$ cat src/rtl/locarb_pkg.sv
package locarb_pkg;
  // Access register bit positions (software decodes these)
  localparam int ACC_VALID_BIT  = 7;
  localparam int ACC_ACTIVE_BIT = 5;
  localparam int ACC_OTHER_BIT  = 2;
  localparam int ACC_REQ_BIT    = 1;
  // Register offsets inside a locality window
  localparam int OFS_ACCESS  = 'h000;
  localparam int OFS_SCRATCH = 'h004;
endpackage

$ cat src/rtl/locarb_init_timer.sv
module locarb_init_timer #(
  parameter int INIT_CYCLES = 16
) (
  input  logic clk,
  input  logic rst,
  output logic valid
);
  localparam int CNT_W = $clog2(INIT_CYCLES + 1);
  localparam logic [CNT_W-1:0] LAST = CNT_W'(INIT_CYCLES - 1);

  logic [CNT_W-1:0] cnt;

  always_ff @(posedge clk) begin
    if (rst) begin
      cnt   <= '0;
      valid <= 1'b0;
    end else if (!valid) begin
      if (cnt == LAST) valid <= 1'b1;
      else             cnt   <= cnt + 1'b1;
    end
  end
endmodule

$ cat src/rtl/locarb_grant_core.sv
module locarb_grant_core #(
  parameter int NUM_LOC = 5,
  parameter int LOC_W   = 3
) (
  input  logic               clk,
  input  logic               rst,
  input  logic [NUM_LOC-1:0] req_set,
  input  logic [NUM_LOC-1:0] rel_try,
  input  logic [NUM_LOC-1:0] act_vec,
  output logic [NUM_LOC-1:0] pend,
  output logic               held,
  output logic [LOC_W-1:0]   idx,
  output logic               chg
);
  logic [LOC_W-1:0]   top_idx;
  logic [NUM_LOC-1:0] top_oh;
  logic               any_pend, rel;
  logic [NUM_LOC-1:0] pend_n;
  logic               held_n;
  logic [LOC_W-1:0]   idx_n;
  logic               chg_n;

  // Highest-numbered pending locality
  always_comb begin
    top_idx = '0;
    top_oh  = '0;
    for (int i = 0; i < NUM_LOC; i++) begin
      if (pend[i]) begin
        top_idx = LOC_W'(i);
        top_oh  = '0;
        top_oh[i] = 1'b1;
      end
    end
  end

  assign any_pend = |pend;
  assign rel      = |(rel_try & act_vec);

  always_comb begin
    pend_n = pend | (req_set & ~act_vec);
    held_n = held;
    idx_n  = idx;
    chg_n  = 1'b0;
    if (held && rel) begin
      chg_n = 1'b1;
      if (any_pend) begin
        idx_n  = top_idx;
        pend_n = pend_n & ~top_oh;
      end else begin
        held_n = 1'b0;
      end
    end else if (!held && any_pend) begin
      chg_n  = 1'b1;
      held_n = 1'b1;
      idx_n  = top_idx;
      pend_n = pend_n & ~top_oh;
    end
  end

  always_ff @(posedge clk) begin
    if (rst) begin
      pend <= '0;
      held <= 1'b0;
      idx  <= '0;
      chg  <= 1'b0;
    end else begin
      pend <= pend_n;
      held <= held_n;
      idx  <= idx_n;
      chg  <= chg_n;
    end
  end
endmodule

$ cat src/rtl/locarb_regfile.sv
module locarb_regfile
  import locarb_pkg::*;
#(
  parameter int NUM_LOC = 5
) (
  input  logic               clk,
  input  logic               rst,
  input  logic               valid,
  input  logic               rd_en,
  input  logic               wr_en,
  input  logic               acc_hit,
  input  logic               scr_hit,
  input  logic [NUM_LOC-1:0] win_sel,
  input  logic [NUM_LOC-1:0] act_vec,
  input  logic [NUM_LOC-1:0] pend,
  input  logic [7:0]         wdata,
  output logic [7:0]         rdata
);
  logic [7:0] scratch;
  logic [7:0] acc_byte;
  logic [7:0] rd_val;
  logic       win_owns;

  assign win_owns = |(win_sel & act_vec);

  always_comb begin
    acc_byte = '0;
    acc_byte[ACC_VALID_BIT]  = 1'b1;
    acc_byte[ACC_ACTIVE_BIT] = win_owns;
    acc_byte[ACC_OTHER_BIT]  = |(pend & ~win_sel);
    acc_byte[ACC_REQ_BIT]    = |(pend & win_sel);
  end

  always_comb begin
    if (!valid)       rd_val = '0;
    else if (acc_hit) rd_val = acc_byte;
    else if (scr_hit) rd_val = scratch;
    else              rd_val = '0;
  end

  always_ff @(posedge clk) begin
    if (rst) begin
      scratch <= '0;
      rdata   <= '0;
    end else begin
      if (wr_en && valid && scr_hit && win_owns) scratch <= wdata;
      if (rd_en) rdata <= rd_val;
    end
  end
endmodule

$ cat src/rtl/locality_arbiter.sv
module locality_arbiter
  import locarb_pkg::*;
#(
  parameter int NUM_LOC     = 5,
  parameter int ADDR_W      = 15,
  parameter int WIN_LSB     = 12,
  parameter int INIT_CYCLES = 16,
  parameter int LOC_W       = $clog2(NUM_LOC)
) (
  input  logic              clk,
  input  logic              rst,
  input  logic              wr_en,
  input  logic              rd_en,
  input  logic [ADDR_W-1:0] addr,
  input  logic [7:0]        wdata,
  output logic [7:0]        rdata,
  output logic              held,
  output logic [LOC_W-1:0]  active_idx,
  output logic              grant_change
);
  localparam int WIN_W = ADDR_W - WIN_LSB;

  logic [WIN_W-1:0]   win;
  logic [WIN_LSB-1:0] ofs;
  logic [NUM_LOC-1:0] win_sel, act_vec, pend, req_set, rel_try;
  logic               win_ok, acc_hit, scr_hit, valid, acc_wr;

  assign win = addr[ADDR_W-1:WIN_LSB];
  assign ofs = addr[WIN_LSB-1:0];

  for (genvar i = 0; i < NUM_LOC; i++) begin : g_win
    assign win_sel[i] = (win == WIN_W'(i));
    assign act_vec[i] = held && (active_idx == LOC_W'(i));
  end

  assign win_ok  = |win_sel;
  assign acc_hit = win_ok && (ofs == WIN_LSB'(OFS_ACCESS));
  assign scr_hit = win_ok && (ofs == WIN_LSB'(OFS_SCRATCH));
  assign acc_wr  = wr_en && valid && acc_hit;
  assign req_set = (acc_wr && wdata[ACC_REQ_BIT])    ? win_sel : '0;
  assign rel_try = (acc_wr && wdata[ACC_ACTIVE_BIT]) ? win_sel : '0;

  locarb_init_timer #(.INIT_CYCLES(INIT_CYCLES)) u_timer (
    .clk(clk), .rst(rst), .valid(valid)
  );

  locarb_grant_core #(.NUM_LOC(NUM_LOC), .LOC_W(LOC_W)) u_core (
    .clk(clk), .rst(rst), .req_set(req_set), .rel_try(rel_try),
    .act_vec(act_vec), .pend(pend), .held(held), .idx(active_idx),
    .chg(grant_change)
  );

  locarb_regfile #(.NUM_LOC(NUM_LOC)) u_regs (
    .clk(clk), .rst(rst), .valid(valid), .rd_en(rd_en), .wr_en(wr_en),
    .acc_hit(acc_hit), .scr_hit(scr_hit), .win_sel(win_sel),
    .act_vec(act_vec), .pend(pend), .wdata(wdata), .rdata(rdata)
  );
endmodule

$ cat config.mk
export PLATFORM = sky130hd
export DESIGN_NAME = locality_arbiter
export DESIGN_NICKNAME = d
export VERILOG_FILES = /design/src/rtl/locarb_pkg.sv /design/src/rtl/locarb_init_timer.sv /design/src/rtl/locarb_grant_core.sv /design/src/rtl/locarb_regfile.sv /design/src/rtl/locality_arbiter.sv
export SDC_FILE = /design/constraint.sdc
export NUM_CORES = 1
export LEC_CHECK = 0
export ABC_CLOCK_PERIOD_IN_PS = 4300
export CAP_MARGIN = 30
export CORE_MARGIN = 2
export CORE_UTILIZATION = 43
export CTS_CLUSTER_DIAMETER = 60
export DETAILED_ROUTE_END_ITERATION = 10
export HOLD_SLACK_MARGIN = 0.03
export PLACE_DENSITY = 0.71
export SYNTH_ARGS = -nofsm -noshare
export SYNTH_HDL_FRONTEND = slang
export SYNTH_SLANG_ARGS = --single-unit
$ cat constraint.sdc
create_clock -name clk -period 4.3 [get_ports clk]
set_input_delay 1.29 -clock clk [delete_from_list [all_inputs] [get_ports clk]]
set_output_delay 1.29 -clock clk [all_outputs]
set_load 0.005 [all_outputs]
Yosys cells after proc, flatten, opt, wreduce, memory -nomap -nowiden
Index checks and enable logic that the tools add are counted. W data, S select, Z words.

Add/subtract/negate cells: 1. $mul: 0. Div/mod/pow operators: 0. Magnitude comparators: 0. Eq/ne operators: 12. Shift operators: 0. Muxes and demuxes: 27. Bitwise operators: 12. Reductions and logical operators: 29.

Operator list (number): $and A5 B5 Y5 (6); $mux W5 (6); $reduce_or A5 Y1 (6); $mux W8 (3); $logic_and A1 B1 Y1 (15); $mux W3 (5); $not A5 Y5 (3); $eq A12 B3 Y1 const B (1); $eq A3 B2 Y1 const B (4); $logic_not A12 Y1 (1); $mux W1 (9); $eq A3 B1 Y1 const B (2); $eq A3 B3 Y1 const B (2); $logic_not A3 Y1 (2); $mux W2 (3); $reduce_and A2 Y1 (3); $add A5 B1 Y5 const B (1); $eq A5 B4 Y1 const B (1); $or A5 B5 Y5 (1); $mux W4 (1); $ne A2 B1 Y1 const B (1); $ne A2 B2 Y1 const B (1); $not A1 Y1 (2); $reduce_bool A2 Y1 (1); $logic_not A1 Y1 (1).

Bits in registers: 32. Bits in latches: 0. Memory bits (writable): 0. Memory bits (read-only): 0. Input port bits: 27. Output and inout bits: 13. Logic and storage cells: 89. Memories: 0.

Logic depth before layout (Yosys ltp)
Word-level depth: 11. Gate-level depth with buffers: 7. Gate-level depth less buffers: 7.

Hierarchy
From an unflattened synthesis, not the netlist that was laid out.

Cells, all modules: 194. Area, all modules: 1682.9 um^2.

Modules (own cells, without submodules): locarb_regfile (times used 1, cells an instance 75, area each 674.4 um^2, seq. area each 320.3 um^2); locarb_grant_core (times used 1, cells an instance 51, area each 440.4 um^2, seq. area each 200.2 um^2); locality_arbiter (times used 1, cells an instance 42, area each 310.3 um^2, seq. area each 0.0 um^2); locarb_init_timer (times used 1, cells an instance 26, area each 257.7 um^2, seq. area each 120.1 um^2).

Least setup slack after synthesis
OpenSTA, ideal clock, no wires.

Path kind: input-to-reg. Start: input port addr[8]. End: register u_core.idx[0]. Library setup time: 0.070 ns. Data arrival time: 2.641 ns. Required time: 4.230 ns. Setup slack: 1.589 ns. Stages: 5. Path buffers: 0. Path through: nor4b_2 nand4_1 o31a_1 or4_1 a21oi_1.

Word-level cells in the longest chain between the ends: 10. Elaborated cells between the ends (all ways): 12. Those cells by class: eq/ne: 1; mux: 2; bitwise: 1; reduce/logical: 8.

RTL lines: start: declaration (RTL line locality_arbiter.sv:14) `input logic [ADDR_W-1:0] addr,`; $logic_not A12 Y1 (*) (RTL line locality_arbiter.sv:37) `assign acc_hit = win_ok && (ofs == WIN_LSB'(OFS_ACCESS));`; $logic_and A1 B1 Y1 (*) (RTL line locality_arbiter.sv:37); $logic_and A1 B1 Y1 (*) (RTL line locality_arbiter.sv:39) `assign acc_wr = wr_en && valid && acc_hit;`; $logic_and A1 B1 Y1 (*) (RTL line locality_arbiter.sv:41) `assign rel_try = (acc_wr && wdata[ACC_ACTIVE_BIT]) ? win_sel : '0;`; $mux W5 (*) (RTL line locality_arbiter.sv:41); $and A5 B5 Y5 (*) (RTL line locarb_grant_core.sv:37) `assign rel = |(rel_try & act_vec);`; $reduce_or A5 Y1 (*) (RTL line locarb_grant_core.sv:37); $logic_and A1 B1 Y1 (*) (RTL line locarb_grant_core.sv:44) `if (held && rel) begin`; $ne A2 B1 Y1 (no source line) or $reduce_bool A2 Y1 (tied branches); $reduce_and A2 Y1 (no source line); end signal: assignment (RTL line locarb_grant_core.sv:69) `idx <= idx_n;`; end: declaration (RTL line locarb_grant_core.sv:12) `output logic [LOC_W-1:0] idx,`.

Mark *: on every way between the ends. The rest lies on a longest branch, timed or not. A chain may end at the register's enable or synchronous reset.

Final worst setup path
Start: input port addr[14]. End: register u_core.idx[0].

Word-level cells in the longest chain between the ends: 11. Elaborated cells between the ends (all ways): 17. Those cells by class: eq/ne: 5; mux: 2; bitwise: 1; reduce/logical: 9.

RTL lines: $eq A3 B1 Y1, or another cell as far along (RTL line locality_arbiter.sv:32) `assign win_sel[i] = (win == WIN_W'(i));`; $reduce_or A5 Y1 (RTL line locality_arbiter.sv:36) `assign win_ok = |win_sel;`; $logic_and A1 B1 Y1 (RTL line locality_arbiter.sv:37); $logic_and A1 B1 Y1 (RTL line locality_arbiter.sv:39); $logic_and A1 B1 Y1 (RTL line locality_arbiter.sv:41); $mux W5 (*) (RTL line locality_arbiter.sv:41); $and A5 B5 Y5 (*) (RTL line locarb_grant_core.sv:37); $reduce_or A5 Y1 (*) (RTL line locarb_grant_core.sv:37); $logic_and A1 B1 Y1 (*) (RTL line locarb_grant_core.sv:44); $ne A2 B1 Y1 (no source line) or $reduce_bool A2 Y1 (tied branches); $reduce_and A2 Y1 (no source line).

Marked as above.

==> metrics.md <==
| Metric | Value |
|---|---|
| Outcome | completed |
| Largest stage delay, worst path | around 0.71 ns |
| First-pass GRT wire length | 6670 µm |
| CP Launch Type | input port |
| Nets@finish | 258 |
| Crit. path cell count | 6 |
| CP top delay family | simple AND/OR/NAND/NOR gates |
| Layout cells sized above 1 | under 10% |
| Residual DRC | 0 |
| Yosys cell types | 43 |
| Hold Vio Cnt, Final | 0 |
| Max-cap violation count | 0 |
| Critical Path End Type | flip-flop |
| Die height | approximately 66 µm |
| Tmin final | around 3.4 ns |
| Post-CTS setup buffer count | 0 |
| Placement Setup Slack | ~0.64 ns |
| Worst Path Max Fanout | 13 |
| Antenna-violating nets left | 0 |
| Area growth from synthesis to layout | 30.2% |
| Cells on worst reg2reg path | 5 |
| Slew Limit Headroom | between 50% and 60% |
| PD cells | ~280 nW/µm² |
| Synth warn | 0 |
| CTS resizes | 0 |
| Clock latency on the worst-skew pair | just under 0.3 ns |
| RSZ-0062 raised after global routing | false |
| Setup_tns | 0 ns |
| Max Fclk | just under 0.3 GHz |
| Worst EP arrival | about 3.6 ns |
| Grt total ovfl | 0 |
| Post-synth EDFFs | 0 |
| Worst Tran Pin Value | ~0.73 ns |
| Chip Width | 65.8 µm |
| Worst hold path depth | 2 |
| Syn Inst Count | 196 |
| PortBufs | 39 |
| Post-Syn Area | 1640 µm² |
| Final WL | between 3000 and 4000 µm |
| Row Count | 22 |
| Commonest non-fill, non-tap cell in the layout | clkdlybuf4s50_1 |
| Syn_nets | approximately 230 |
| I/O pin count | 40 |
| Design area | approximately 2100 µm² |
| DIE AREA | 4330 µm² |
| Final cycle utilization of the critical path | just under 80% |
| Routed vias/inst | ~5.4 |
| Syn Area/Cell | 8.38 µm² |
| Post-synthesis register bit count | 32 |
| Worst Hold Launch | u_regs.rdata[5] |
| Layout Cells excl Fill | about 280 |
| Register area share after synthesis | between 30% and 40% |
| Final HPWL DP | about 2700 µm |
| Filler instances | 327 |
| Final Skew | approximately 0.006 ns |
| Gpl congestion | approximately 0.84 |
| Critical Path, Cell by Cell | clkdlybuf4s50_1 -> nor3b_2 -> a32oi_1 -> o31a_1 -> or4_1 -> a21oi_1 |
| Post-CTS Hold Buffers | 0 |
| Hold Crit Class | flip-flop to flip-flop |
| Initial antenna violation count | 0 |
| Worst IR Drop VDD | around 0.18 mV |
| Most frequent cells in the layout | clkdlybuf4s50_1 (39), dfxtp_1 (32), nor2_1 (25) |
| CTS buffer count | 5 |
| Static Leakage | 0.713 nW |
| Top area cells in the synthesized netlist | dfxtp_1 (39%), nor2_1 (5.7%), mux2i_1 (5.5%), a21oi_1 (4.9%), nand2_1 (2.7%) |
| Initial core utilization | 44.9% |
| Share of the synthesized area in the top cell type | around 39% |
| Top FF cell, synth | dfxtp_1 |
| Placed Cells | 270 |
| Overall Global Routing Usage | 20.1% |
| DR pass1 iterations | 4 |
| Largest area contributor in the netlist | dfxtp_1 |
| Async set or reset register ratio after synthesis | 0% |
| Final worst slack | roughly 0.93 ns |
| DR vias | 1,488 |
| Max clock buf depth | 2 |
| Class of the most critical setup path | input port to flip-flop |
| Number of global-route vias before repair | between 1,000 and 1,500 |
| Final core utilization | 58.4% |
| Max-slew violation count | 0 |
| Reg area | ~640 µm² |
| Core Region | roughly 3700 µm² |
| Req. time, crit path | about 4.5 ns |
| WL per Instance | ~14 µm |
| N_diodes | 0 |
| CTS tree | built |
| Crit. Startpoint | addr[14] |
| Worst R2R Start | u_core.idx[1] |
| Clock-pin slew on the worst setup and hold paths | 0.07 ns |
| CP bufs+invs | 1 |
| Largest net degree at the start of global routing | 22 |
| Area of the multi-input gates | a little over 900 µm² |
| DRT iter0 DRCs | 134 |
| Clk sinks | 32 |
| Worst path slowest cell | clkdlybuf4s50_1 |
| H-tree depth | 2 |
| Clk root buf | clkbuf_8 |
| Area after DPL | between 2000 and 2500 µm² |
| Setup violators final | 0 |
==> path summary, 6_finish.rpt <==
path / slack, ns / endpoint
setup / recovery: 0.93 / u_core.idx[0]
setup reg to reg: 2.22 / u_core.idx[0]
hold reg to reg: 0.48 / u_regs.rdata[5]
hold / removal: 0.48 / u_regs.rdata[5]
==> kinds of logic after synthesis <==
family | share of synthesized area [%]
buf+inv | 5.56
flops | 39.0
fa+ha+maj | 1.52
simple gates | 29.0
compound gates | 16.1
mux | 6.17
xor+xnor | 2.67
==> cell type report <==
cell class,count,share of cell area (%)
Clock buffer,7,4.04
Clock inverter,1,0.351
Inverter,6,1.05
Multi-Input combinational cell,143,42.9
Sequential cell,32,29.9
Tap cell,48,2.81
Timing Repair Buffer,41,18.9
==> Yosys cell counts, types with 3 or more instances <==
library cell,instances
a211oi_1,4
buf_2,4
mux2i_1,9
nor4_1,4
nand2_1,12
nand2b_1,5
nor2b_1,7
o21ai_0,7
inv_1,6
or3_1,5
xnor2_1,3
dfxtp_1,32
clkbuf_1,10
a21oi_1,16
nor2_1,25
nor3_1,6
==> worst reg2reg max path, cell delays in order, from the launching register on <==
cell and delay (ns):
dfxtp_1 0.53, xnor2_1 0.17, a32oi_1 0.17, o31a_1 0.46, or4_1 0.54, a21oi_1 0.14
==> report_power, final <==
part | internal (W) | switching, W
sequential | 0.000299 | 0.00000198
clock | 0.000130 | 0.000113
combinational | 0.0000305 | 0.0000240
==> layer usage <==
layer  vias to the layer above  global-route usage, %  routed length, µm
met1                       676                   27.4               1790
met4                         0                   7.81                 72
met5                         -                      0                  0
li1                        762                      -                  -
met2                        42                   30.3               1690
met3                         8                   5.28                209
==> through the flow <==
step / hold slack, ns / total power, W
after global placement: 0.459 / 0.000362
after CTS: 0.475 / 0.000605
final: 0.476 / 0.000599
after detailed placement: 0.453 / 0.000362
after global routing: 0.501 / 0.000629
after floorplan: 0.449 / 0.000332
==> sequential cells by signal, summed over array words and instances (netlist names) <==
| name | flops |
|---|---|
| u_regs.scratch | 8 |
| u_core.pend | 5 |
| u_core.idx | 3 |
| u_regs.rdata | 8 |
| u_core.chg | 1 |
| u_timer.cnt | 5 |
| u_core.held | 1 |
| u_timer.valid | 1 |
Note: power is estimated with default switching activity, not from simulation.
